===== config.mk =====
export PLATFORM = sky130hd
export DESIGN_NAME = gpio_irq_ctrl
export DESIGN_NICKNAME = d
export VERILOG_FILES = /design/src/rtl/gpio_irq_pkg.sv /design/src/rtl/gpio_sync_bank.sv /design/src/rtl/gpio_irq_unit.sv /design/src/rtl/gpio_reg_bank.sv /design/src/rtl/gpio_irq_ctrl.sv
export SDC_FILE = /design/constraint.sdc
export NUM_CORES = 1
export LEC_CHECK = 0
export BUFFER_PORTS_ARGS = -buffer_cell sky130_fd_sc_hd__buf_2
export CORE_MARGIN = 5
export CORE_UTILIZATION = 53
export DETAILED_ROUTE_END_ITERATION = 7
export PLACE_DENSITY = 0.81
export RECOVER_POWER = 100
export SLEW_MARGIN = 40
export SYNTH_ARGS = -nofsm -noshare
export SYNTH_HDL_FRONTEND = slang
export SYNTH_SLANG_ARGS = --single-unit

===== constraint.sdc =====
create_clock -name clk -period 1.6 [get_ports clk]
set_input_delay 0 -clock clk [delete_from_list [all_inputs] [get_ports clk]]
set_output_delay 0 -clock clk [all_outputs]
set_load 0.02 [all_outputs]

===== src/rtl/gpio_irq_pkg.sv =====
package gpio_irq_pkg;

  // Word index of each register: byte address bits [5:2].
  typedef enum logic [3:0] {
    RI_BYPASS = 4'd0,
    RI_DIR    = 4'd1,
    RI_OE     = 4'd2,
    RI_OUT    = 4'd3,
    RI_IN     = 4'd4,
    RI_MASK   = 4'd5,
    RI_UNMASK = 4'd6,
    RI_SETMSK = 4'd7,
    RI_STAT   = 4'd8,
    RI_KIND   = 4'd9,
    RI_POL    = 4'd10,
    RI_BOTH   = 4'd11
  } reg_idx_e;

  localparam int unsigned BUS_W   = 32;
  localparam int unsigned WIN_LSB = 6;  // the register window spans 64 bytes

endpackage


===== src/rtl/gpio_sync_bank.sv =====
module gpio_sync_bank #(
  parameter int unsigned W      = 32,
  parameter int unsigned STAGES = 2
) (
  input  logic         clk,
  input  logic         rst,
  input  logic [W-1:0] pin_i,
  output logic [W-1:0] cur_o,   // synchronised level
  output logic [W-1:0] prev_o   // synchronised level one cycle earlier
);

  localparam int unsigned DEPTH = STAGES + 1;

  logic [W-1:0] chain_q [DEPTH];

  always_ff @(posedge clk) begin
    if (rst) chain_q[0] <= '0;
    else     chain_q[0] <= pin_i;
  end

  for (genvar k = 1; k < DEPTH; k++) begin : g_stage
    always_ff @(posedge clk) begin
      if (rst) chain_q[k] <= '0;
      else     chain_q[k] <= chain_q[k-1];
    end
  end

  assign cur_o  = chain_q[STAGES-1];
  assign prev_o = chain_q[STAGES];

endmodule


===== src/rtl/gpio_irq_unit.sv =====
module gpio_irq_unit #(
  parameter int unsigned W = 32
) (
  input  logic         clk,
  input  logic         rst,
  input  logic [W-1:0] lvl_sel,   // 1 = level, 0 = edge
  input  logic [W-1:0] pol,       // 1 = high / rising
  input  logic [W-1:0] both,      // 1 = either edge
  input  logic [W-1:0] cur,
  input  logic [W-1:0] prev,
  input  logic         clr_en,
  input  logic [W-1:0] clr_bits,
  output logic [W-1:0] status_o,
  output logic [W-1:0] fire_o
);

  for (genvar b = 0; b < W; b++) begin : g_pin
    logic rise, fall, lvl_hit, edge_hit;
    assign rise     = cur[b] & ~prev[b];
    assign fall     = ~cur[b] & prev[b];
    assign lvl_hit  = pol[b] ? cur[b] : ~cur[b];
    assign edge_hit = both[b] ? (rise | fall) : (pol[b] ? rise : fall);
    assign fire_o[b] = lvl_sel[b] ? lvl_hit : edge_hit;
  end

  logic [W-1:0] status_q;
  logic [W-1:0] clr_vec;

  assign clr_vec = clr_en ? clr_bits : '0;

  // A new condition overrides a clear in the same cycle.
  always_ff @(posedge clk) begin
    if (rst) status_q <= '0;
    else     status_q <= (status_q & ~clr_vec) | fire_o;
  end

  assign status_o = status_q;

  // without a clearing access, latched bits stay set
  a_r9_latch_holds: assert property (@(posedge clk) disable iff (rst)
    !clr_en |=> ((status_o & $past(status_o)) == $past(status_o)));

  // a detected condition is always latched, even during a clear
  a_r9_set_wins: assert property (@(posedge clk) disable iff (rst)
    (|fire_o) |=> ((status_o & $past(fire_o)) == $past(fire_o)));

endmodule


===== src/rtl/gpio_reg_bank.sv =====
module gpio_reg_bank
  import gpio_irq_pkg::*;
#(
  parameter int unsigned W      = 32,
  parameter int unsigned ADDR_W = 8
) (
  input  logic              clk,
  input  logic              rst,
  input  logic              psel,
  input  logic              penable,
  input  logic              pwrite,
  input  logic [ADDR_W-1:0] paddr,
  input  logic [BUS_W-1:0]  pwdata,
  input  logic [W-1:0]      in_val,
  input  logic [W-1:0]      status,
  output logic [BUS_W-1:0]  prdata,
  output logic [W-1:0]      byp_o,
  output logic [W-1:0]      dir_o,
  output logic [W-1:0]      oe_o,
  output logic [W-1:0]      out_o,
  output logic [W-1:0]      mask_o,
  output logic [W-1:0]      kind_o,
  output logic [W-1:0]      pol_o,
  output logic [W-1:0]      both_o,
  output logic              clr_en,
  output logic [W-1:0]      clr_bits
);

  logic     in_win, wr_acc, rd_setup, rd_acc;
  reg_idx_e idx;
  logic [W-1:0] wd;

  assign in_win   = ((paddr >> WIN_LSB) == '0) && (paddr[1:0] == 2'b00);
  assign idx      = reg_idx_e'(paddr[5:2]);
  assign wr_acc   = psel & penable & pwrite & in_win;
  assign rd_setup = psel & ~penable & ~pwrite;
  assign rd_acc   = psel & penable & ~pwrite & in_win;
  assign wd       = pwdata[W-1:0];

  logic [W-1:0] byp_q, dir_q, oe_q, out_q, mask_q, kind_q, pol_q, both_q;

  always_ff @(posedge clk) begin
    if (rst) begin
      byp_q  <= '0;
      dir_q  <= '1;
      oe_q   <= '0;
      out_q  <= '0;
      mask_q <= '1;
      kind_q <= '0;
      pol_q  <= '0;
      both_q <= '0;
    end else if (wr_acc) begin
      case (idx)
        RI_BYPASS: byp_q  <= wd;
        RI_DIR:    dir_q  <= wd;
        RI_OE:     oe_q   <= wd;
        RI_OUT:    out_q  <= wd;
        RI_UNMASK: mask_q <= mask_q & ~wd;
        RI_SETMSK: mask_q <= mask_q | wd;
        RI_KIND:   kind_q <= wd;
        RI_POL:    pol_q  <= wd;
        RI_BOTH:   both_q <= wd;
        default:   ;
      endcase
    end
  end

  logic [W-1:0]     rd_mux;
  logic [BUS_W-1:0] rd_word;

  always_comb begin
    rd_mux = '0;
    if (in_win) begin
      case (idx)
        RI_BYPASS: rd_mux = byp_q;
        RI_DIR:    rd_mux = dir_q;
        RI_OE:     rd_mux = oe_q;
        RI_OUT:    rd_mux = out_q;
        RI_IN:     rd_mux = in_val;
        RI_MASK:   rd_mux = mask_q;
        RI_STAT:   rd_mux = status;
        RI_KIND:   rd_mux = kind_q;
        RI_POL:    rd_mux = pol_q;
        RI_BOTH:   rd_mux = both_q;
        default:   rd_mux = '0;
      endcase
    end
    rd_word = '0;
    rd_word[W-1:0] = rd_mux;
  end

  logic [BUS_W-1:0] prdata_q;
  logic [W-1:0]     snap_q;

  always_ff @(posedge clk) begin
    if (rst) begin
      prdata_q <= '0;
      snap_q   <= '0;
    end else if (rd_setup) begin
      prdata_q <= rd_word;
      snap_q   <= (in_win && idx == RI_STAT) ? status : '0;
    end
  end

  assign prdata   = prdata_q;
  assign clr_en   = rd_acc && (idx == RI_STAT);
  assign clr_bits = snap_q;

  assign byp_o  = byp_q;
  assign dir_o  = dir_q;
  assign oe_o   = oe_q;
  assign out_o  = out_q;
  assign mask_o = mask_q;
  assign kind_o = kind_q;
  assign pol_o  = pol_q;
  assign both_o = both_q;

  // a one written to the unmask register leaves that pin unmasked
  a_r6_unmask: assert property (@(posedge clk) disable iff (rst)
    (wr_acc && idx == RI_UNMASK) |=> ((mask_o & $past(wd)) == '0));

  // a one written to the mask register leaves that pin masked
  a_r6_setmask: assert property (@(posedge clk) disable iff (rst)
    (wr_acc && idx == RI_SETMSK) |=> ((mask_o & $past(wd)) == $past(wd)));

endmodule


===== src/rtl/gpio_irq_ctrl.sv =====
module gpio_irq_ctrl
  import gpio_irq_pkg::*;
#(
  parameter int unsigned NPINS  = 32,
  parameter int unsigned ADDR_W = 8
) (
  input  logic              clk,
  input  logic              rst,
  input  logic              psel,
  input  logic              penable,
  input  logic              pwrite,
  input  logic [ADDR_W-1:0] paddr,
  input  logic [31:0]       pwdata,
  output logic [31:0]       prdata,
  input  logic [NPINS-1:0]  pin_in,
  output logic [NPINS-1:0]  pin_out,
  output logic [NPINS-1:0]  pin_oe,
  output logic [NPINS-1:0]  pin_alt_sel,
  output logic              irq
);

  logic [NPINS-1:0] cur, prev, status, fire;
  logic [NPINS-1:0] byp, dir, oe, outv, mask, kind, pol, both;
  logic [NPINS-1:0] clr_bits;
  logic             clr_en;

  gpio_sync_bank #(.W(NPINS), .STAGES(2)) u_sync (
    .clk    (clk),
    .rst    (rst),
    .pin_i  (pin_in),
    .cur_o  (cur),
    .prev_o (prev)
  );

  gpio_reg_bank #(.W(NPINS), .ADDR_W(ADDR_W)) u_regs (
    .clk      (clk),
    .rst      (rst),
    .psel     (psel),
    .penable  (penable),
    .pwrite   (pwrite),
    .paddr    (paddr),
    .pwdata   (pwdata),
    .in_val   (cur),
    .status   (status),
    .prdata   (prdata),
    .byp_o    (byp),
    .dir_o    (dir),
    .oe_o     (oe),
    .out_o    (outv),
    .mask_o   (mask),
    .kind_o   (kind),
    .pol_o    (pol),
    .both_o   (both),
    .clr_en   (clr_en),
    .clr_bits (clr_bits)
  );

  gpio_irq_unit #(.W(NPINS)) u_irq (
    .clk      (clk),
    .rst      (rst),
    .lvl_sel  (kind),
    .pol      (pol),
    .both     (both),
    .cur      (cur),
    .prev     (prev),
    .clr_en   (clr_en),
    .clr_bits (clr_bits),
    .status_o (status),
    .fire_o   (fire)
  );

  assign pin_out     = outv;
  assign pin_alt_sel = byp;
  assign pin_oe      = oe & ~dir & ~byp;
  assign irq         = |(status & ~mask);

endmodule


After elaboration in Yosys (flattened, before gate mapping)
Memory sizes are Yosys's and may differ from the RTL's.
Cells that the tools add are included.
Cells by class
  equality and inequality tests: 11
  multiplexer cells: 139
  bitwise logic cells: 184
  reductions and logical operators: 16
Operators with widths (number)
  one-hot mux 32 bit (10 select lines): 1
  2-to-1 mux 32 bit: 6
  bitwise AND 32 bit: 5
  inverter 32 bit: 5
  2-to-1 mux 1 bit: 131
  bitwise AND 1 bit: 71
  inverter 1 bit: 66
  OR 32 bit: 2
  one-hot mux 32 bit (2 select lines): 1
  OR 1 bit: 35
  OR reduction 32 bit: 1
  equality test 4 x 3 -> 1 bit, second input constant: 4
  equality test 4 bit, second input constant: 4
  AND reduction 2 bit: 8
  equality test 4 x 2 -> 1 bit, second input constant: 2
  zero test 8 bit: 1
  equality test 4 x 1 -> 1 bit, second input constant: 1
  zero test 4 bit: 1
  logical AND 1 bit: 3
  zero test 2 bit: 1
  nonzero test 2 bit: 1
Storage, ports and cells
  flip-flop bits (word level): 352
  bits in writable memories: 96
  bits of input ports: 77
  output and inout bits: 129
  word-level logic and storage cells: 362
  memories kept: 1
Memories
  u_sync.chain_q: depth 3, bits a word 32, read ports 3, clocked after Yosys merged registers in 0, write ports 3, line gpio_sync_bank.sv:14  | logic [W-1:0] chain_q [DEPTH];

Logic depth before layout (Yosys ltp)
Gate-level depths: netlist of the first run.
  depth after elaboration: 8
  gate-level depth with buffers: 8
  gate-level depth less buffers: 7

Hierarchy
Synthesis of the first run repeated with hierarchy kept, for this count alone.
Second synthesis, totals
  cells, all modules: 2443
  area total of the unflattened synthesis: 20519.7 um^2
By module, submodules not included
  gpio_reg_bank: times used 1, cells each 1702, area each 13838.3 um^2, seq. area each 6406.1 um^2
  gpio_irq_unit: times used 1, cells each 454, area each 3589.7 um^2, seq. area each 640.6 um^2
  gpio_sync_bank: times used 1, cells each 202, area each 2600.0 um^2, seq. area each 1921.8 um^2
  gpio_irq_ctrl: times used 1, cells each 85, area each 491.7 um^2, seq. area each 0.0 um^2

Worst setup path after synthesis of the first run
OpenSTA, ideal clock, no wires.
  path kind: input to register
  start: input port paddr[1]
  end: register (tool-made name)
  library setup time: 0.122 ns
  data arrival time: 1.423 ns
  required time: 1.478 ns
  setup slack: 0.055 ns
  stages: 8
  buffers on the path: 3
  path through: nor4_4 > and3_1 > buf_4 > and3_1 > buf_6 > buf_8 > nand2_1 > a221o_1
RTL lines
  from (decl): line gpio_irq_ctrl.sv:12  | input logic [ADDR_W-1:0] paddr,

Worst setup path after layout of the first run
  start: register u_irq.status_q[25] (netlist: u_irq.status_o[25])
  end: output port irq
On the way
  longest elaborated chain between the ends: 2
Ends and longest elaborated chain
  from (decl): line gpio_irq_unit.sv:26  | logic [W-1:0] status_q;
  from (signal assigned): line gpio_irq_unit.sv:34  | else status_q <= (status_q & ~clr_vec) | fire_o;
  bitwise AND 32 bit: line gpio_irq_ctrl.sv:75  | assign irq = |(status & ~mask);
  OR reduction 32 bit: line gpio_irq_ctrl.sv:75
  to (decl): line gpio_irq_ctrl.sv:19  | output logic irq
No other way between the ends.

==> flow_summary.yaml, run 1 <==
synth:
  syn_nets: 2540
  synth.most_common_cell: "nand2_1"
  synth_flop_cell: "dfxtp_1"
  yosysUniqueCellTypes: 58
  ys_ff_latch: 448
  yosys_warnings: 0
  synthCells: 2399
  ys_top_cells_by_count: "nand2_1 (449), dfxtp_1 (448), a21oi_1 (284)"
  yosysSeqAreaShare: 0.446
  synth_top_area_frac: 0.446
  synth_edf_count: 0
  yosysTopAreaCell: "dfxtp_1"
  synth.avg_cell_area_um2: 8.39
  netlist_area_mm2: 0.0201
  ys_top_cells_by_area: "dfxtp_1 (45%), nand2_1 (8.4%), a21oi_1 (7.1%), ha_1 (4.0%), a211oi_1 (4.0%)"
  synth-async-reset-ratio: 0
pwr:
  p_total_mw: 25.5
  ir_drop_mv: 0.873
  leakage_nw: 9.20
  power_switching_share: 0.231
  internal-power_mw: 19.6
  combPwrFrac: 0.078
  p_per_area_mw_per_mm2: 1010
  p_seq_frac: 0.446
  clockPowerShare: 0.476
  power_switching_mw: 5.89
hold_path:
  hold_path_class: "input pin to register"
detailed_routing:
  vias_per_cell: 6.24
  firstDrtPassIters: 7
  drt_iter0_markers: 2668
  drc_errors: 0
  finalWirelength_mm: 82.4
  routedWlPerCell_um: 24.8
  antenna_left: 0
  vias: 20700
global_route:
  antenna_found_initial: 4
  overflow: 0
  gr-usage-all-layers: 0.380
  grt_max_degree: 101
  first_global_vias: 20100
  grt_pass1_wl_mm: 122
cts:
  cts_root_buf: "clkbuf_16"
  max-clock-path-buffers: 3
  cts_sinks: 448
  cts_tree: "yes"
  clk_latency_ns: 0.59
  clkTransAtPathRegs_ns: 0.06
  cts_buffers: 48
  htree_levels: 2
sta:
  fin_crit_sh: 1.24
  post-route-min-period_ns: 1.98
  tightest_slew_ns: 0.862
  max_freq_ghz: 0.506
  fin_setup_tns_ns: -22.30
  skew_ns: 0.0130
  hold_viol: 0
  finalMaxSlewViolations: 0
  setup_ws_ns: -0.377
  rsz0062_at_grt: "true"
  slew_headroom: 0.426
  setup_viol: 239
critical_path:
  cp.required_ns: 1.60
  critPathCaptureType: "output port"
  cp-start-kind: "register"
  worstPathArrival_ns: 1.98
  cp_max_fo: 3
  worstSetupPathType: "register to output port"
place:
  port_buffers: 205
  gp_congestion: 1.05
  pre_cts_slack_ns: -0.491
  place_hpwl_mm: 57.7
finish:
  final_nets: 2914
  fin_util: 0.676
  seqCellArea_mm2: 0.00901
  synthToLayoutAreaGrowth_pct: 26.2
  layout-drive-gt1-share: 0.172
  multi_input_area_mm2: 0.00991
  fillers: 3052
die:
  ioPinCount: 206
  dieArea_mm2: 0.0420
  core_area_mm2: 0.0376
  die_y_um: 205
  row_count: 71
  dieWidth_um: 205
  start_util: 0.536
status:
  violations: "negative setup slack"
  status: "finished with violations"
flow_run:
  drv_cap: 0
==> power by group through the flow <==
stage / registers, mW / clock network [mW] / logic, mW
floorplan: 11.6 / 0 / 0.935
CTS: 11.4 / 12.2 / 1.94
global route: 11.4 / 12.7 / 2.08
global placement: 11.6 / 0 / 1.75
finish: 11.4 / 12.2 / 1.99
detailed placement: 11.6 / 0 / 1.79
==> worst paths after layout <==
path              slack, ns  cells past startpoint              endpoint                   from
setup / recovery      -0.38                      5                   irq     u_irq.status_o[25]
hold / removal         0.13                      4     u_regs.prdata[31]               paddr[3]
setup reg to reg       0.06                      7    u_irq.status_o[30]  u_sync.chain_q[1][30]
hold reg to reg        0.44                      1  u_sync.chain_q[1][1]   u_sync.chain_q[0][1]
==> metal layers <==
metal / track usage / vias up / wire length (µm)
met2: 0.589 / 1441 / 35900
met1: 0.490 / 9826 / 31000
met5: 0 / - / 42
met4: 0.220 / 6 / 5450
met3: 0.0844 / 346 / 10000
li1: - / 9086 / -
==> state kept, by name, summed over array words and instances (netlist names), named ones only <==
name / cells
u_irq.status_o: 32
u_regs.both_o: 32
u_regs.clr_bits: 32
u_regs.out_o: 32
u_regs.kind_o: 32
u_regs.dir_o: 32
u_sync.chain_q: 96
u_regs.pol_o: 32
u_regs.byp_o: 32
u_regs.prdata: 32
u_regs.oe_o: 32
==> critical path, stage by stage, from the launching register on <==
cell and delay, ns:
dfxtp_1 0.35, inv_1 0.18, o22ai_1 0.14, nor4_2 0.27, nand4_1 0.23, buf_4 0.22
==> through the flow <==
step / hold slack [ns] / area, µm² / cells
finish: 0.128 / 25400 / 3320
global route: 0.144 / 25400 / 3319
CTS: 0.0923 / 25600 / 3317
detailed placement: 0.214 / 23100 / 3159
global placement: 0.207 / 23100 / 3159
floorplan: 0.128 / 20100 / 2399
==> cell usage in the layout (no fill, tap or decap), types with 18 or more instances in the layout <==
| cell type | count |
|---|---|
| nand2_1 | 449 |
| dfxtp_1 | 419 |
| a21oi_1 | 284 |
| buf_4 | 193 |
| nor2_1 | 152 |
| clkbuf_1 | 134 |
| nor2b_1 | 109 |
| a211oi_1 | 102 |
| a22oi_1 | 98 |
| inv_1 | 91 |
| buf_2 | 74 |
| dlygate4sd3_1 | 71 |
| ha_1 | 64 |
| nor3_1 | 52 |
| clkbuf_16 | 49 |
| o22ai_1 | 37 |
| a221o_1 | 36 |
| nor3b_1 | 33 |
| mux2i_1 | 33 |
| xnor2_1 | 32 |
| o21ai_0 | 25 |
| dfxtp_2 | 25 |
| buf_12 | 24 |
| clkbuf_2 | 18 |
==> final cells by class <==
class                   count  share of cell area
multi-input cells        1656               0.390
flip-flops and latches    448               0.355
repair buffers            520               0.146
clock buffers              68              0.0554
well taps                 511              0.0252
inverters                  99              0.0149
clock inverters            17              0.0127
diodes                      1           0.0000985
==> kinds of logic (layout without fill, tap and decap cells) <==
| logic type | Yosys count | after routing | synth area share |
|---|---|---|---|
| AND/OR/NAND/NOR | 855 | 855 | 0.193 |
| AO/OA/AOI/OAI | 653 | 653 | 0.211 |
| flip-flops | 448 | 448 | 0.446 |
| buffers and inverters | 295 | 704 | 0.0659 |
| adder cells (fa/ha/maj) | 64 | 64 | 0.0398 |
| multiplexers | 52 | 52 | 0.0310 |
| XOR/XNOR | 32 | 32 | 0.0139 |
| other | 0 | 1 | 0 |
==> what timing repair did <==
action,in CTS,in global routing
gates resized for setup,23,35
pin swaps,2,10
endpoints found under the setup margin,3,26
buffers inserted,2,2
hold endpoints to repair,334,0
hold buffers,71,0
(Power assumes the default switching activity.)
==> run 2, diff against run 1 <==
Settings changed: CORE_UTILIZATION 53 to 55, PLACE_DENSITY 0.81 to 0.8, SETUP_SLACK_MARGIN from default to 0.15, SKIP_CTS_REPAIR_TIMING from default to 1.
Clock period 1.6 ns to 2.15 ns, I/O delays scaled along.
==> flow_summary.yaml, run 2 (synthesis results as in run 1) <==
critical_path:
  cp_slowest_cell: "nor4_2"
  critPathCaptureType: "output port"
  crit_start: "u_irq.status_o[9]"
  cp-start-kind: "register"
  worstRegToRegCells: 7
  timing.rr.start: "u_sync.chain_q[1][29]"
  worstSetupPathType: "register to output port"
  max_stage_delay_ns: 0.39
  cp_cell_sequence: "inv_2, o22ai_2, nor4_2, nand4_1, buf_6"
  cp.required_ns: 2.15
  cp_max_fo: 3
  worstPathArrival_ns: 2.02
finish:
  top_register: "u_sync.chain_q"
  mostFrequentLayoutCells: "nand2_1 (449), dfxtp_1 (444), a21oi_1 (284)"
  largest_register_ffs: 96
  layout_commonest_cell: "nand2_1"
  synthToLayoutAreaGrowth_pct: 18.7
  layout-drive-gt1-share: 0.119
  fillers: 2979
  final_nets: 2792
global_route:
  first_global_vias: 18800
  grt_pass1_wl_mm: 113
  grt_max_degree: 130
  overflow: 0
  antenna_found_initial: 2
  gr-usage-all-layers: 0.358
hold_path:
  min-delay-start: "paddr[4]"
  whs_path_depth: 3
  hold_path_class: "input pin to register"
pwr:
  ir_drop_mv: 0.678
  leakage_nw: 8.40
  p_per_area_mw_per_mm2: 749
sta:
  setup_ws_ns: 0.131
  setup_viol: 0
  hold_viol: 0
  slew_headroom: 0.217
  fin_crit_sh: 0.939
  post-route-min-period_ns: 2.02
  skew_ns: 0.0107
  hold_slack_ns: 0.0230
  tightest_slew_ns: 1.18
  finalMaxSlewViolations: 0
  rsz0062_at_grt: "false"
  max_freq_ghz: 0.495
detailed_routing:
  routedWlPerCell_um: 24.5
  antenna_left: 0
  drt_iter0_markers: 2696
  vias: 20000
  vias_per_cell: 6.36
  firstDrtPassIters: 8
  finalWirelength_mm: 77.3
  drc_errors: 5
cts:
  clkTransAtPathRegs_ns: 0.06
  clk_latency_ns: 0.58
  cts_sinks: 448
  cts_root_buf: "clkbuf_16"
  htree_levels: 2
  max-clock-path-buffers: 3
  cts_buffers: 46
  cts_tree: "yes"
place:
  place_hpwl_mm: 52.6
  port_buffers: 205
  pre_cts_slack_ns: 0.121
  gp_congestion: 1.03
status:
  violations: "design-rule violations"
  status: "finished with violations"
flow_run:
  drv_cap: 0
die:
  core_area_mm2: 0.0363
  row_count: 70
  dieArea_mm2: 0.0405
  start_util: 0.554
  die_y_um: 201
  dieWidth_um: 201
  ioPinCount: 206
==> run 2: power breakdown <==
group / switching [mW] / internal (mW) / leakage, nW / total [mW]
logic: 0.827 / 0.470 / 4.03 / 1.30
registers: 0.0763 / 8.40 / 3.63 / 8.47
clock network: 3.41 / 4.72 / 0.745 / 8.13
total: 4.32 / 13.6 / 8.40 / 17.9
==> run 2: final timing paths <==
| check | endpoint | slack, ns |
|---|---|---|
| worst max-delay path | irq | 0.13 |
| worst min register to register | u_sync.chain_q[1][8] | 0.43 |
| worst max register to register | u_irq.status_o[29] | 0.46 |
| worst min-delay path | u_regs.prdata[31] | 0.02 |
==> run 2: critical path, delay by kind of cell, from the launching register on <==
family	cells	cell delay, ns
and+or+nand+nor	2	0.68
DFF	1	0.33
buffers and inverters	2	0.33
AOI/OAI and AO/OA	1	0.10
==> run 2: metrics by stage <==
stage	std cells	cell area [µm²]	TNS (ns)	util	power [mW]
final	3151	23900	0	0.657	17.9
after global routing	3150	23900	0	0.657	18.4
after CTS	3083	23500	-0.0422	0.647	17.8
after detailed placement	3004	22000	0	0.605	9.81
after global placement	3004	22000	0	0.605	9.78
after floorplan	2399	20100	0	-	9.32
==> run 2: metal layers <==
metal  vias up  global-route usage  wire [µm]  part of all wire
li1       8827                   -          -                 -
met5         -                   0         18           0.00023
met2      1437               0.558      34100              0.44
met3       374              0.0886       9160              0.12
met1      9406               0.449      28600              0.37
met4         2               0.218       5440             0.070
==> run 2: layout make-up <==
cell class	instances	area (µm²)	area share
Antenna cell	1	2.50	0.000105
Clock buffer	59	1290	0.0540
Clock inverter	20	219	0.00916
Inverter	99	372	0.0155
Multi-Input combinational cell	1656	9860	0.413
Sequential cell	448	8970	0.375
Tap cell	468	586	0.0245
Timing Repair Buffer	400	2590	0.109
